$ cat src/rtl/can_af_pkg.sv
package can_af_pkg;
  localparam int ID_W  = 29;
  localparam int STD_W = 11;

  typedef enum logic [1:0] {
    CFG_GMASK_STD  = 2'd0,
    CFG_GMASK_EXT  = 2'd1,
    CFG_LMASK_LAST = 2'd2,
    CFG_OBJ        = 2'd3
  } cfg_kind_e;

  typedef struct packed {
    logic            valid;
    logic            ext;
    logic            tx;
    logic [ID_W-1:0] id;
  } obj_entry_t;

  // Bits that exist in a frame of the given format.
  function automatic logic [ID_W-1:0] fmt_span(input logic ext);
    fmt_span = ext ? {ID_W{1'b1}} : {{(ID_W-STD_W){1'b0}}, {STD_W{1'b1}}};
  endfunction

  // Equal on every position that is both cared for and present.
  function automatic logic id_match(input logic [ID_W-1:0] rx,
                                    input logic [ID_W-1:0] obj_id,
                                    input logic [ID_W-1:0] care,
                                    input logic            ext);
    id_match = (((rx ^ obj_id) & care & fmt_span(ext)) == '0);
  endfunction
endpackage

$ cat src/rtl/can_af_cfg.sv
module can_af_cfg
  import can_af_pkg::*;
#(
  parameter  int NOBJ  = 15,
  localparam int IDX_W = $clog2(NOBJ + 1)
) (
  input  logic                  clk,
  input  logic                  rst_n,
  input  logic                  cfg_we,
  input  logic [1:0]            cfg_kind,
  input  logic [IDX_W-1:0]      cfg_obj,
  input  logic [ID_W-1:0]       cfg_id,
  input  logic                  cfg_ext,
  input  logic                  cfg_tx,
  input  logic                  cfg_valid,
  output logic [STD_W-1:0]      gmask_std,
  output logic [ID_W-1:0]       gmask_ext,
  output logic [ID_W-1:0]       lmask_last,
  output obj_entry_t [NOBJ-1:0] objs
);
  cfg_kind_e kind;
  assign kind = cfg_kind_e'(cfg_kind);

  always_ff @(posedge clk or negedge rst_n) begin
    if (!rst_n) begin
      gmask_std  <= '1;
      gmask_ext  <= '1;
      lmask_last <= '1;
    end else if (cfg_we) begin
      case (kind)
        CFG_GMASK_STD:  gmask_std  <= cfg_id[STD_W-1:0];
        CFG_GMASK_EXT:  gmask_ext  <= cfg_id;
        CFG_LMASK_LAST: lmask_last <= cfg_id;
        default: ;
      endcase
    end
  end

  for (genvar k = 0; k < NOBJ; k++) begin : g_obj
    obj_entry_t r;
    always_ff @(posedge clk or negedge rst_n) begin
      if (!rst_n) begin
        r <= '0;
      end else if (cfg_we && kind == CFG_OBJ && cfg_obj == IDX_W'(k + 1)) begin
        r.valid <= cfg_valid;
        r.ext   <= cfg_ext;
        r.id    <= cfg_id;
        r.tx    <= (k == NOBJ - 1) ? 1'b0 : cfg_tx;  // last object receive-only
      end
    end
    assign objs[k] = r;
  end
endmodule

$ cat src/rtl/can_af_match.sv
module can_af_match
  import can_af_pkg::*;
#(
  parameter  int NOBJ  = 15,
  localparam int IDX_W = $clog2(NOBJ + 1)
) (
  input  logic                  rx_ext,
  input  logic [ID_W-1:0]       rx_id,
  input  logic [STD_W-1:0]      gmask_std,
  input  logic [ID_W-1:0]       gmask_ext,
  input  logic [ID_W-1:0]       lmask_last,
  input  obj_entry_t [NOBJ-1:0] objs,
  output logic [NOBJ-1:0]       cand,
  output logic                  lo_any,
  output logic                  win_any,
  output logic [IDX_W-1:0]      win_idx
);
  logic [ID_W-1:0]  gcare;
  logic [IDX_W-1:0] lo_idx;

  assign gcare = rx_ext ? gmask_ext : {{(ID_W-STD_W){1'b0}}, gmask_std};

  for (genvar k = 0; k < NOBJ; k++) begin : g_cmp
    logic elig;
    assign elig = objs[k].valid && (objs[k].ext == rx_ext) && !objs[k].tx;
    if (k < NOBJ - 1) begin : g_low
      assign cand[k] = elig && id_match(rx_id, objs[k].id, gcare, rx_ext);
    end else begin : g_last
      assign cand[k] = elig && id_match(rx_id, objs[k].id, gcare & lmask_last, rx_ext);
    end
  end

  always_comb begin
    lo_idx = '0;
    for (int k = NOBJ - 2; k >= 0; k--) begin
      if (cand[k]) lo_idx = IDX_W'(k + 1);
    end
  end

  assign lo_any  = |cand[NOBJ-2:0];
  assign win_any = lo_any | cand[NOBJ-1];
  assign win_idx = lo_any ? lo_idx : (cand[NOBJ-1] ? IDX_W'(NOBJ) : '0);
endmodule

$ cat src/rtl/can_af_store.sv
module can_af_store #(
  parameter  int NOBJ  = 15,
  localparam int IDX_W = $clog2(NOBJ + 1)
) (
  input  logic             clk,
  input  logic             rst_n,
  input  logic             store_en,
  input  logic [IDX_W-1:0] store_idx,
  input  logic             ack_we,
  input  logic [IDX_W-1:0] ack_idx,
  output logic             slot_sel,
  output logic             last_rd_slot,
  output logic [NOBJ-1:0]  new_data,
  output logic [NOBJ-1:0]  overrun
);
  for (genvar k = 0; k < NOBJ - 1; k++) begin : g_flag
    logic nd, ov, put, rel;
    assign put = store_en && store_idx == IDX_W'(k + 1);
    assign rel = ack_we && ack_idx == IDX_W'(k + 1);
    always_ff @(posedge clk or negedge rst_n) begin
      if (!rst_n) begin
        nd <= 1'b0;
        ov <= 1'b0;
      end else if (put) begin
        nd <= 1'b1;
        if (nd) ov <= 1'b1;
      end else if (rel) begin
        nd <= 1'b0;
        ov <= 1'b0;
      end
    end
    assign new_data[k] = nd;
    assign overrun[k]  = ov;
  end

  // Two-slot buffer of the last object.
  logic [1:0] fill;
  logic       wr_ptr, rd_ptr, ov_last;
  logic       push, pop, rel_last, full, adv;

  assign push     = store_en && store_idx == IDX_W'(NOBJ);
  assign rel_last = ack_we && ack_idx == IDX_W'(NOBJ);
  assign full     = (fill == 2'd2);
  assign pop      = rel_last && (fill != 2'd0);
  assign adv      = push && !full;
  assign slot_sel = full ? ~wr_ptr : wr_ptr;

  always_ff @(posedge clk or negedge rst_n) begin
    if (!rst_n) begin
      fill    <= 2'd0;
      wr_ptr  <= 1'b0;
      rd_ptr  <= 1'b0;
      ov_last <= 1'b0;
    end else begin
      fill <= fill + 2'(adv) - 2'(pop);
      if (adv) wr_ptr <= ~wr_ptr;
      if (pop) rd_ptr <= ~rd_ptr;
      if (push && full) ov_last <= 1'b1;
      else if (rel_last) ov_last <= 1'b0;
    end
  end

  assign new_data[NOBJ-1] = (fill != 2'd0);
  assign overrun[NOBJ-1]  = ov_last;
  assign last_rd_slot     = rd_ptr;
endmodule

$ cat src/rtl/can_af_top.sv
module can_af_top
  import can_af_pkg::*;
#(
  parameter  int NOBJ  = 15,
  localparam int IDX_W = $clog2(NOBJ + 1)
) (
  input  logic             clk,
  input  logic             rst_n,
  input  logic             cfg_we,
  input  logic [1:0]       cfg_kind,
  input  logic [IDX_W-1:0] cfg_obj,
  input  logic [ID_W-1:0]  cfg_id,
  input  logic             cfg_ext,
  input  logic             cfg_tx,
  input  logic             cfg_valid,
  input  logic             rx_valid,
  input  logic             rx_ext,
  input  logic [ID_W-1:0]  rx_id,
  input  logic             ack_we,
  input  logic [IDX_W-1:0] ack_idx,
  output logic             hit,
  output logic [IDX_W-1:0] hit_idx,
  output logic             hit_slot,
  output logic             last_rd_slot,
  output logic [NOBJ-1:0]  new_data,
  output logic [NOBJ-1:0]  overrun
);
  logic [STD_W-1:0]      gmask_std;
  logic [ID_W-1:0]       gmask_ext, lmask_last;
  obj_entry_t [NOBJ-1:0] objs;
  logic [NOBJ-1:0]       cand;
  logic                  lo_any, win_any, store_en, slot_sel;
  logic [IDX_W-1:0]      win_idx;

  can_af_cfg #(.NOBJ(NOBJ)) u_cfg (
    .clk(clk), .rst_n(rst_n), .cfg_we(cfg_we), .cfg_kind(cfg_kind),
    .cfg_obj(cfg_obj), .cfg_id(cfg_id), .cfg_ext(cfg_ext), .cfg_tx(cfg_tx),
    .cfg_valid(cfg_valid), .gmask_std(gmask_std), .gmask_ext(gmask_ext),
    .lmask_last(lmask_last), .objs(objs)
  );

  can_af_match #(.NOBJ(NOBJ)) u_match (
    .rx_ext(rx_ext), .rx_id(rx_id), .gmask_std(gmask_std),
    .gmask_ext(gmask_ext), .lmask_last(lmask_last), .objs(objs),
    .cand(cand), .lo_any(lo_any), .win_any(win_any), .win_idx(win_idx)
  );

  assign store_en = rx_valid && win_any;

  can_af_store #(.NOBJ(NOBJ)) u_store (
    .clk(clk), .rst_n(rst_n), .store_en(store_en), .store_idx(win_idx),
    .ack_we(ack_we), .ack_idx(ack_idx), .slot_sel(slot_sel),
    .last_rd_slot(last_rd_slot), .new_data(new_data), .overrun(overrun)
  );

  always_ff @(posedge clk or negedge rst_n) begin
    if (!rst_n) begin
      hit      <= 1'b0;
      hit_idx  <= '0;
      hit_slot <= 1'b0;
    end else begin
      hit      <= store_en;
      hit_idx  <= store_en ? win_idx : '0;
      hit_slot <= store_en && (win_idx == IDX_W'(NOBJ)) && slot_sel;
    end
  end
endmodule

$ cat config.mk
export PLATFORM = sky130hd
export DESIGN_NAME = can_af_top
export DESIGN_NICKNAME = d
export VERILOG_FILES = /design/src/rtl/can_af_pkg.sv /design/src/rtl/can_af_cfg.sv /design/src/rtl/can_af_match.sv /design/src/rtl/can_af_store.sv /design/src/rtl/can_af_top.sv
export SDC_FILE = /design/constraint.sdc
export NUM_CORES = 1
export LEC_CHECK = 0
export BUFFER_PORTS_ARGS = -buffer_cell sky130_fd_sc_hd__buf_2
export CORE_AREA = 2 2 264 266
export CTS_CLUSTER_DIAMETER = 30
export DETAILED_ROUTE_END_ITERATION = 16
export DIE_AREA = 0 0 266 268
export GPL_TIMING_DRIVEN = 0
export PLACE_DENSITY = 0.58
export SLEW_MARGIN = 0
export SYNTH_ARGS = -nofsm -noshare
export SYNTH_HDL_FRONTEND = slang
export SYNTH_SLANG_ARGS = --single-unit
$ cat constraint.sdc
create_clock -name clk -period 7.15 [get_ports clk]
set_input_delay 0.715 -clock clk [delete_from_list [all_inputs] [get_ports clk]]
set_output_delay 0.715 -clock clk [all_outputs]
set_load 0.02 [all_outputs]
# Yosys cells after proc, flatten, opt, wreduce, memory -nomap -nowiden
# Index checks and enable logic that the tools add are counted.
# classes
n_mux	78
n_reduce_logical	160
n_lt_le_gt_ge	0
n_eq_ne	78
shifts	0
addsub	2
n_mul	0
n_div	0
bitwise_logic	49
# op_table
operator	count
29-bit AND	31
29-bit zero test	15
29-bit XOR	15
4-bit == test (second input constant)	24
1-bit logical AND	95
4-bit 2-to-1 mux	17
1-bit 2-to-1 mux	59
29-bit 2-to-1 mux	2
4-bit by 3-bit == test with 1-bit output (second input constant)	12
2-bit AND reduction	17
2-bit nonzero test	16
2-bit by 1-bit != test with 1-bit output (second input constant)	14
4-bit by 2-bit == test with 1-bit output (second input constant)	6
1-bit == test	15
1-bit zero test	15
14-bit OR reduction	1
4-bit by 1-bit == test with 1-bit output (second input constant)	3
2-bit == test (second input constant)	3
2-bit by 1-bit adder with 2-bit output	1
2-bit by 1-bit == test with 1-bit output (second input constant)	1
2-bit zero test	1
1-bit NOT	2
2-bit by 1-bit subtractor with 2-bit output	1
1-bit OR	1
# word_totals
n_memories	0
register_bits	587
ram_bits	0
mem_bits_ro	0
wordCells	464
latch_bits	0

# Logic depth before layout (Yosys ltp)
# Gate-level depths: netlist of the first run.
# depth
ltp_word	25
ltp_mapped	18
ltp_nobuf	13

# Modules after synthesis
# A second synthesis of the first run with hierarchy kept.
# unflattened
cells_unflattened	2419
hier_area_um2	30013.8
# by_module_without_submodules
mod	cells_per_inst	instances	seq_area_each_um2	area_per_inst_um2
can_af_cfg	1211	1	13799.5	20552.2
can_af_match	1024	1	0.0	7511.0
can_af_store	170	1	825.8	1744.2
can_af_top	14	1	150.1	206.4

# Least setup slack after synthesis of the first run
# OpenSTA, ideal clock, no wires.
# synth_path
path_kind	input port to flip-flop
from	in rx_ext
to	reg u_store.fill[1]
cell_stages	16
slack_ns	3.524
arrival_ns	3.504
path_buffers	3
setup_ns	0.123
cell_sequence	buf_6 -> buf_12 -> mux2i_4 -> buf_4 -> o22ai_1 -> nor4_1 -> nand4_1 -> o21a_1 -> nor2b_1 -> o31ai_2 -> a22oi_4 -> o211ai_2 -> inv_1 -> ha_1 -> xnor2_1 -> xnor2_1
# synth_via
elab_chain_len	25
elab_cells_between_ends	131
# synth_lines
element	line	rtl
from (decl)	can_af_top.sv:17	input logic rx_ext,
29-bit 2-to-1 mux	can_af_match.sv:21	assign gcare = rx_ext ? gmask_ext : {{(ID_W-STD_W){1'b0}}, gmask_std};
29-bit AND (2 in a row)	can_af_pkg.sv:29	id_match = (((rx ^ obj_id) & care & fmt_span(ext)) == '0);
29-bit zero test	can_af_pkg.sv:29	
1-bit logical AND	can_af_match.sv:27	assign cand[k] = elig && id_match(rx_id, objs[k].id, gcare, rx_ext);
4-bit 2-to-1 mux (14 in a row)	can_af_match.sv:36	if (cand[k]) lo_idx = IDX_W'(k + 1);
4-bit 2-to-1 mux	can_af_match.sv:42	assign win_idx = lo_any ? lo_idx : (cand[NOBJ-1] ? IDX_W'(NOBJ) : '0);
4-bit == test	can_af_store.sv:41	assign push = store_en && store_idx == IDX_W'(NOBJ);
1-bit logical AND *	can_af_store.sv:41	
1-bit logical AND *	can_af_store.sv:45	assign adv = push && !full;
named net u_store.adv	can_af_store.sv:39	logic push, pop, rel_last, full, adv;
2-bit by 1-bit adder with 2-bit output *	can_af_store.sv:55	fill <= fill + 2'(adv) - 2'(pop);
2-bit by 1-bit subtractor with 2-bit output *	can_af_store.sv:55	
to (signal assigned)	can_af_store.sv:55	
to (decl)	can_af_store.sv:37	logic [1:0] fill;
# The timed path passes the listed nets; every way through them passes the cells marked *.
# A chain may end at the register's enable or synchronous reset.

# Final worst setup path of the first run
# layout_path
from	reg u_cfg.gmask_ext[2]
to	reg u_store.fill[1]
# layout_via
elab_chain_len	25
elab_cells_between_ends	86
# layout_lines
element	line	rtl
from (decl)	can_af_cfg.sv:17	output logic [ID_W-1:0] gmask_ext,
from (signal assigned)	can_af_cfg.sv:32	CFG_GMASK_EXT: gmask_ext <= cfg_id;
29-bit 2-to-1 mux *	can_af_match.sv:21	
29-bit AND (2 in a row)	can_af_pkg.sv:29	
29-bit zero test	can_af_pkg.sv:29	
1-bit logical AND	can_af_match.sv:27	
4-bit 2-to-1 mux (14 in a row)	can_af_match.sv:36	
4-bit 2-to-1 mux	can_af_match.sv:42	
4-bit == test	can_af_store.sv:41	
1-bit logical AND *	can_af_store.sv:41	
1-bit logical AND *	can_af_store.sv:45	
named net u_store.adv	can_af_store.sv:39	
2-bit by 1-bit adder with 2-bit output *	can_af_store.sv:55	
2-bit by 1-bit subtractor with 2-bit output *	can_af_store.sv:55	
# Marks and branches as above.

==> metrics.txt, run 1 <==
Max-slew headroom=between 15 and 20%; final WL=around 120 mm; min cycle time layout=between 5000 and 6000 ps; Hold WC Path Type=in -> reg; clock slew at reported path FFs=~50 ps; overall die width=~270 µm; final setup violating endpoints=0; gr usage total=between 30% and 40%; Worst Path Arrival=5930 ps; Max Fclk=approximately 190 MHz; Starting Density=between 40% and 50%; DP HPWL=roughly 85 mm; Clk Latency, worst-skew pair=~740 ps; ys flop type=dfrtp_1; area grow syn2layout=23.05%; CP endpoint kind=flop; VDD IR-drop max=roughly 0.00017 V; Seq/Total Area, Yosys=around half; Hold Slack=~300 ps; CP startpoint kind=flop; die area=between 70000 and 80000 µm²; Pwr Density=roughly 360 nW/µm²; Core ar.=approximately 68000 µm²; CTS tree=built; clk buf depth=3; CP max FO=10; CTS sink count=587; synthesized area=~30000 µm²; Die Ht=between 200 and 300 µm; cell count after synthesis=2411; Setup Skew=roughly 22 ps; outcome=finished clean; H-tree depth=4; ANT cells=0; crit path from=u_cfg.gmask_ext[2]; final core occ=between 50% and 60%; NumNets Final=between 2000 and 3000; Synth top area share=a little over two fifths; first-pass GRT wire length=approximately 170 mm; Ports=about 110; DR pass1 iterations=7; largest net degree at the start of global routing=approximately 120; Synth Warn #=0; RSZ-0062 raised after global routing=no; Worst-Margin Slew=around 1300 ps; vias in the first global route=about 23000; row cnt=96; GPL Wtd Cong=roughly 0.97; via count=between 20000 and 25000; Max Cap Violations=0; DR DRC count=0; Pwr Total=approximately 13000 µW; FFs w/ async S/R, synth=100.0%; layout cells sized above 1=approximately 40%; CTS Root Cell=clkbuf_16; top cells by area, synth=dfrtp_1 44%, mux2_2 21%, xnor2_1 12%, dfstp_2 6.1%, o22ai_1 4.5%; kind of critical path=reg -> reg; worst r2r src=u_cfg.gmask_ext[2]; Leakage=0.01603 µW; Setup WS pre-CTS=roughly 1300 ps; Avg Inst Size Synth=between 10 and 15 µm²; DR iter-0 viols=around 1700; via/cell ratio=approximately 6.0; Final ANT Viol Nets=0; initial antenna violation count=4; Synth Register Bits=~600; worst hold start=cfg_tx; CP required=a little under 8000 ps; Final Cycle Share=between 70 and 80%; Post-Syn Nets=2490; Cell variety after synth=64; Synth area leader=dfrtp_1; EDFF count, synth=0; cts bufs inserted=about 150; final hold vios=0; setup tns final=0 ps; final worst slack=around 1900 ps; grt ovf=0; Final Max Tran Viols=0; mean routed wirelength per cell=approximately 32 µm; buffers added on ports=80
-- stage by stage --
stage | std cells | area [µm²]
2_1_floorplan | 2411 | 29790
3_3_place_gp | 3373 | 31300
3_5_place_dp | 3378 | 31450
4_1_cts | 3655 | 36660
5_1_grt | 3655 | 36660
6_report | 3655 | 36660
-- timing repair --
action,in CTS,in global routing
hold buffers,1,0
gates resized for setup,0,0
setup endpoints to repair,0,0
buffers inserted,0,0
hold endpoints to repair,37,0
-- kinds of logic after synthesis --
group / after synthesis / share of synthesized area (%)
muxes: 557 / 21.26
xor gates and xnor gates: 454 / 13.35
and+or+nand+nor: 274 / 4.863
buffers and inverters: 234 / 4.010
adders and majority gates: 2 / 0.08397
DFF: 587 / 49.59
AOI/OAI and AO/OA: 303 / 6.845
-- path summary, 6_finish.rpt --
path,endpoint,slack [ps],cells past startpoint
max,u_store.fill[1],1870,14
min,u_cfg.objs[285],300,2
max reg2reg,u_store.fill[1],1870,14
min reg2reg,u_store.last_rd_slot,470,1
max in group asynchronous,u_cfg.objs[219],4660,5
min in group asynchronous,u_store.g_flag[5].ov,520,2
-- report_power, final --
group          switching [µW]  internal, µW
Clock                    2060          4800
Combinational            1300           889
Sequential                326          3840
-- final cells by class --
class / count / area, µm²
clock inverter: 56 / 693.2
timing repair buffer: 86 / 558.0
sequential: 587 / 14780
inverter: 21 / 78.83
clock buffer: 220 / 4514
tap: 882 / 1104
fill: 5861 / 31560
buffer: 213 / 1116
multi-input combinational: 1590 / 13820
-- sequential cells by signal, indices dropped and copies added (netlist names) --
name and flops:
hit 1, hit_slot 1, hit_idx 4, u_store.last_rd_slot 1
u_cfg.gmask_ext 29, u_store.wr_ptr 1, u_cfg.lmask_last 29, u_store.fill 2
u_cfg.gmask_std 11, u_cfg.objs 479, u_store.g_flag.nd 14, u_store.g_flag.ov 14
u_store.ov_last 1
-- worst max-delay path, stage by stage, from the launching register on --
cell,delay [ps]
dfstp_2,370
mux2i_2,850
buf_2,560
o22ai_1,180
nor4_1,830
nand4_1,620
inv_1,370
a311oi_1,120
o31ai_2,230
a22oi_4,260
o211ai_2,230
inv_1,70
ha_1,200
xnor2_1,170
xnor2_1,130
-- layout by cell type, fill, tap and decap left out, types with 8 or more instances in the layout --
master / Yosys / layout
dfstp_2: 69 / 69
nand2_1: 68 / 68
buf_2: 79 / 158
xnor2_1: 413 / 413
bufinv_16: 0 / 13
clkbuf_16: 0 / 156
nand3_1: 22 / 22
clkinvlp_4: 0 / 8
inv_1: 21 / 21
nand4_1: 32 / 32
a22o_1: 10 / 10
buf_1: 26 / 26
dfrtp_1: 518 / 518
mux2_2: 546 / 546
clkinv_2: 0 / 22
nor4_1: 46 / 46
nand3b_1: 8 / 8
clkbuf_8: 0 / 37
a211oi_1: 11 / 11
o21ai_0: 13 / 13
nor2_1: 39 / 39
nor2b_1: 8 / 8
xor2_1: 41 / 41
o22ai_1: 216 / 216
buf_4: 35 / 35
clkbuf_1: 65 / 92
nand2_2: 12 / 12
nor3_1: 14 / 14
-- per-layer routing --
| metal | vias up | share of wire [%] | global-route usage, % |
|---|---|---|---|
| met5 | - | 0.012 | 0 |
| met4 | 2 | 6.1 | 20.09 |
| met3 | 292 | 6.7 | 7.303 |
| met2 | 924 | 47 | 54.29 |
| met1 | 11510 | 40 | 41.07 |
| li1 | 9120 | - | - |
-- Yosys cell counts (4+ instances only) --
library cell  instances
xor2_1               41
clkbuf_1             65
inv_1                21
o22ai_1             216
nand4_1              32
nor4_1               46
buf_2                79
o211ai_1              4
nor3_1               14
buf_4                35
nor3b_1               4
xnor2_1             413
dfstp_2              69
nor2b_1               8
nand2_1              68
nand3b_1              8
mux2i_4               4
nand2_2              12
mux2_2              546
o21ai_0              13
a211oi_1             11
o2111ai_1             7
a21o_1                7
o21ai_1               6
buf_1                26
nand3_1              22
nor2_1               39
dfrtp_1             518
mux2i_2               7
buf_6                 5
a22o_1               10
Note: power is estimated with default switching activity, not from simulation.
==> inputs of run 2 (changes only) <==
Clock period 7.15 ns to 5.4 ns, I/O delays scaled along.
==> metrics.txt, run 2 (same netlist as run 1, synthesis figures left out) <==
RSZ-0062 raised after global routing=no (unchanged); Starting Density=43.67% (unchanged); Ports=114 (unchanged); Final Max Tran Viols=0 (unchanged); Hold-fix buffers, CTS=1 (unchanged); final setup violating endpoints=0 (unchanged); CP max FO=10 (unchanged); Worst-Margin Slew=1287 ps (was 1261 ps); gr usage total=33.46% (was 33.45%); Final ANT Viol Nets=0 (unchanged); kind of critical path=reg -> reg (unchanged); area grow syn2layout=23.06% (was 23.05%); DR iter-0 viols=1744 (was 1732); cts bufs inserted=152 (unchanged); Core ar.=68230 µm² (unchanged); most frequent cells in the layout=546 x mux2_2, 518 x dfrtp_1, 413 x xnor2_1 (unchanged); CTS resizes=0 (unchanged); dpl cells=3378 (unchanged); reg2reg path depth=14 (unchanged); combinational group share of total power=16.6% (about the same); Hold Slack=123.4 ps (was 302.0 ps); via count=21850 (unchanged); power share of the sequential group=31.5% (about the same); VDD IR-drop max=0.0002192 V (was 0.0001659 V); Psw=4888 µW (was 3692 µW); largest net degree at the start of global routing=124 (unchanged); Worst Path Arrival=5930 ps (about the same); vias in the first global route=22800 (about the same); number of flip-flops under the largest register name=479 (unchanged); hold endpoint=u_cfg.objs[285] (unchanged); outcome=finished clean (unchanged); NumNets Final=2730 (unchanged); Max-slew headroom=14.21% (was 15.95%); Final Cycle Share=97.77% (was 73.91%); final WL=118.5 mm (was 118.4 mm); Clk Latency, worst-skew pair=730 ps (was 740 ps); worst hold start=cfg_tx (unchanged); buffer count from post-CTS setup fixing=0 (unchanged); commonest non-fill, non-tap cell in the layout=mux2_2 (unchanged); CTS tree=built (unchanged); CTS sink count=587 (unchanged); CP endpoint kind=flop (unchanged); clk buf depth=3 (unchanged); die area=71290 µm² (unchanged); clock slew at reported path FFs=50 ps (about the same); Pwr Density=477.3 nW/µm² (was 360.5 nW/µm²); GPL Wtd Cong=0.9705 (unchanged); slowest stage delay, CP=860 ps (was 850 ps); Die Ht=268 µm (unchanged); first-pass GRT wire length=166.0 mm (about the same); grt ovf=0 (unchanged); worst path cell trace=mux2i_2 -> buf_2 -> o22ai_1 -> nor4_1 -> nand4_1 -> inv_1 -> a311oi_1 -> o31ai_2 -> a22oi_4 -> o211ai_2 -> inv_1 -> ha_1 -> xnor2_1 -> xnor2_1 (unchanged); worst r2r src=u_cfg.gmask_ext[2] (unchanged); CP max stage cell=mux2i_2 (unchanged); critical path's top delay family=simple AND/OR/NAND/NOR gates (unchanged); Max Fclk=189.4 MHz (was 189.2 MHz); reg-to-reg endpoint=u_store.fill[1] (unchanged); initial antenna violation count=4 (unchanged); Net Sw Frac=27.93% (about the same); number of buffers and inverters on the critical path=3 (unchanged); min cycle time layout=5280 ps (was 5284 ps); Setup Skew=22.60 ps (was 22.48 ps); DP HPWL=85.13 mm (unchanged); CTS Root Cell=clkbuf_16 (unchanged); fin cells=3656 (was 3655); CP startpoint kind=flop (unchanged); Max Cap Violations=0 (unchanged); overall die width=266 µm (unchanged); mean routed wirelength per cell=32.42 µm (was 32.39 µm); final hold vios=0 (unchanged); Hold WC Path Type=in -> reg (unchanged); DR pass1 iterations=7 (unchanged); H-tree depth=4 (unchanged); Power Internal=12610 µW (was 9526 µW); Leakage=0.01603 µW (about the same); layout cells sized above 1=39.85% (unchanged); buffers added on ports=80 (unchanged); Clk pwr share=51.9% (about the same); Hold Crit Depth=2 (unchanged); CP required=6050 ps (was 7800 ps); DR DRC count=0 (unchanged); via/cell ratio=5.977 (was 5.978); R2R setup slack=120 ps (was 1870 ps); row cnt=96 (unchanged)
## run 2: cell types whose count changed in the layout (fill, tap and decap cells not counted)
| cell | delta |
|---|---|
| diode_2 | +1 |
## run 2: per-layer routing
metal	vias to the layer above	global-route usage, %	share of wire (%)	wire, µm
li1	9120	-	-	-
met1	11540	41.07	40	47850
met2	891	54.30	47	56170
met3	295	7.303	6.2	7318
met4	2	20.09	6.1	7184
met5	-	0	0.012	14
## run 2: metrics by stage
step                      total power [µW]  util (%)  setup TNS [ps]  setup slack [ps]  area (µm²)
after floorplan                       7182         -               0              1949       29790
after global placement                8327     45.88        -4669470             -8541       31300
after detailed placement              8409     46.09          -287.8            -235.5       31450
after CTS                            17510     53.74               0             211.2       36660
after global routing                 18000     53.74               0             32.44       36660
final                                17500     53.74               0             120.3       36670
## run 2: power by group through the flow
stage | Combinational (µW) | Sequential (µW) | Clock (µW)
3_3_place_gp | 2800 | 5530 | 0
5_1_grt | 3000 | 5580 | 9420
6_report | 2900 | 5520 | 9080
4_1_cts | 2860 | 5500 | 9150
3_5_place_dp | 2850 | 5560 | 0
2_1_floorplan | 1730 | 5450 | 0
## run 2: final cells by class
class                           instances  area [µm²]
Inverter                               21       78.83
Fill cell                            5860       31560
Multi-Input combinational cell       1590       13820
Clock buffer                          220        4514
Tap cell                              882        1104
Antenna cell                            1       2.502
Clock inverter                         56       693.2
Buffer                                213        1116
Sequential cell                       587       14780
Timing Repair Buffer                   86       558.0
## run 2: worst max-delay path by stage
stage | startpoint | end | slack (ps) | depth (start not counted)
after floorplan | rx_ext | u_store.fill[1] | 1950 | 16
after global placement | rst_n | u_cfg.objs[86] | -8540 | 1
after detailed placement | rx_ext | u_store.fill[1] | -240 | 15
after CTS | u_cfg.gmask_std[2] | u_store.fill[1] | 210 | 14
after global routing | u_cfg.gmask_ext[1] | u_store.fill[1] | 30 | 14
final | u_cfg.gmask_ext[2] | u_store.fill[1] | 120 | 14
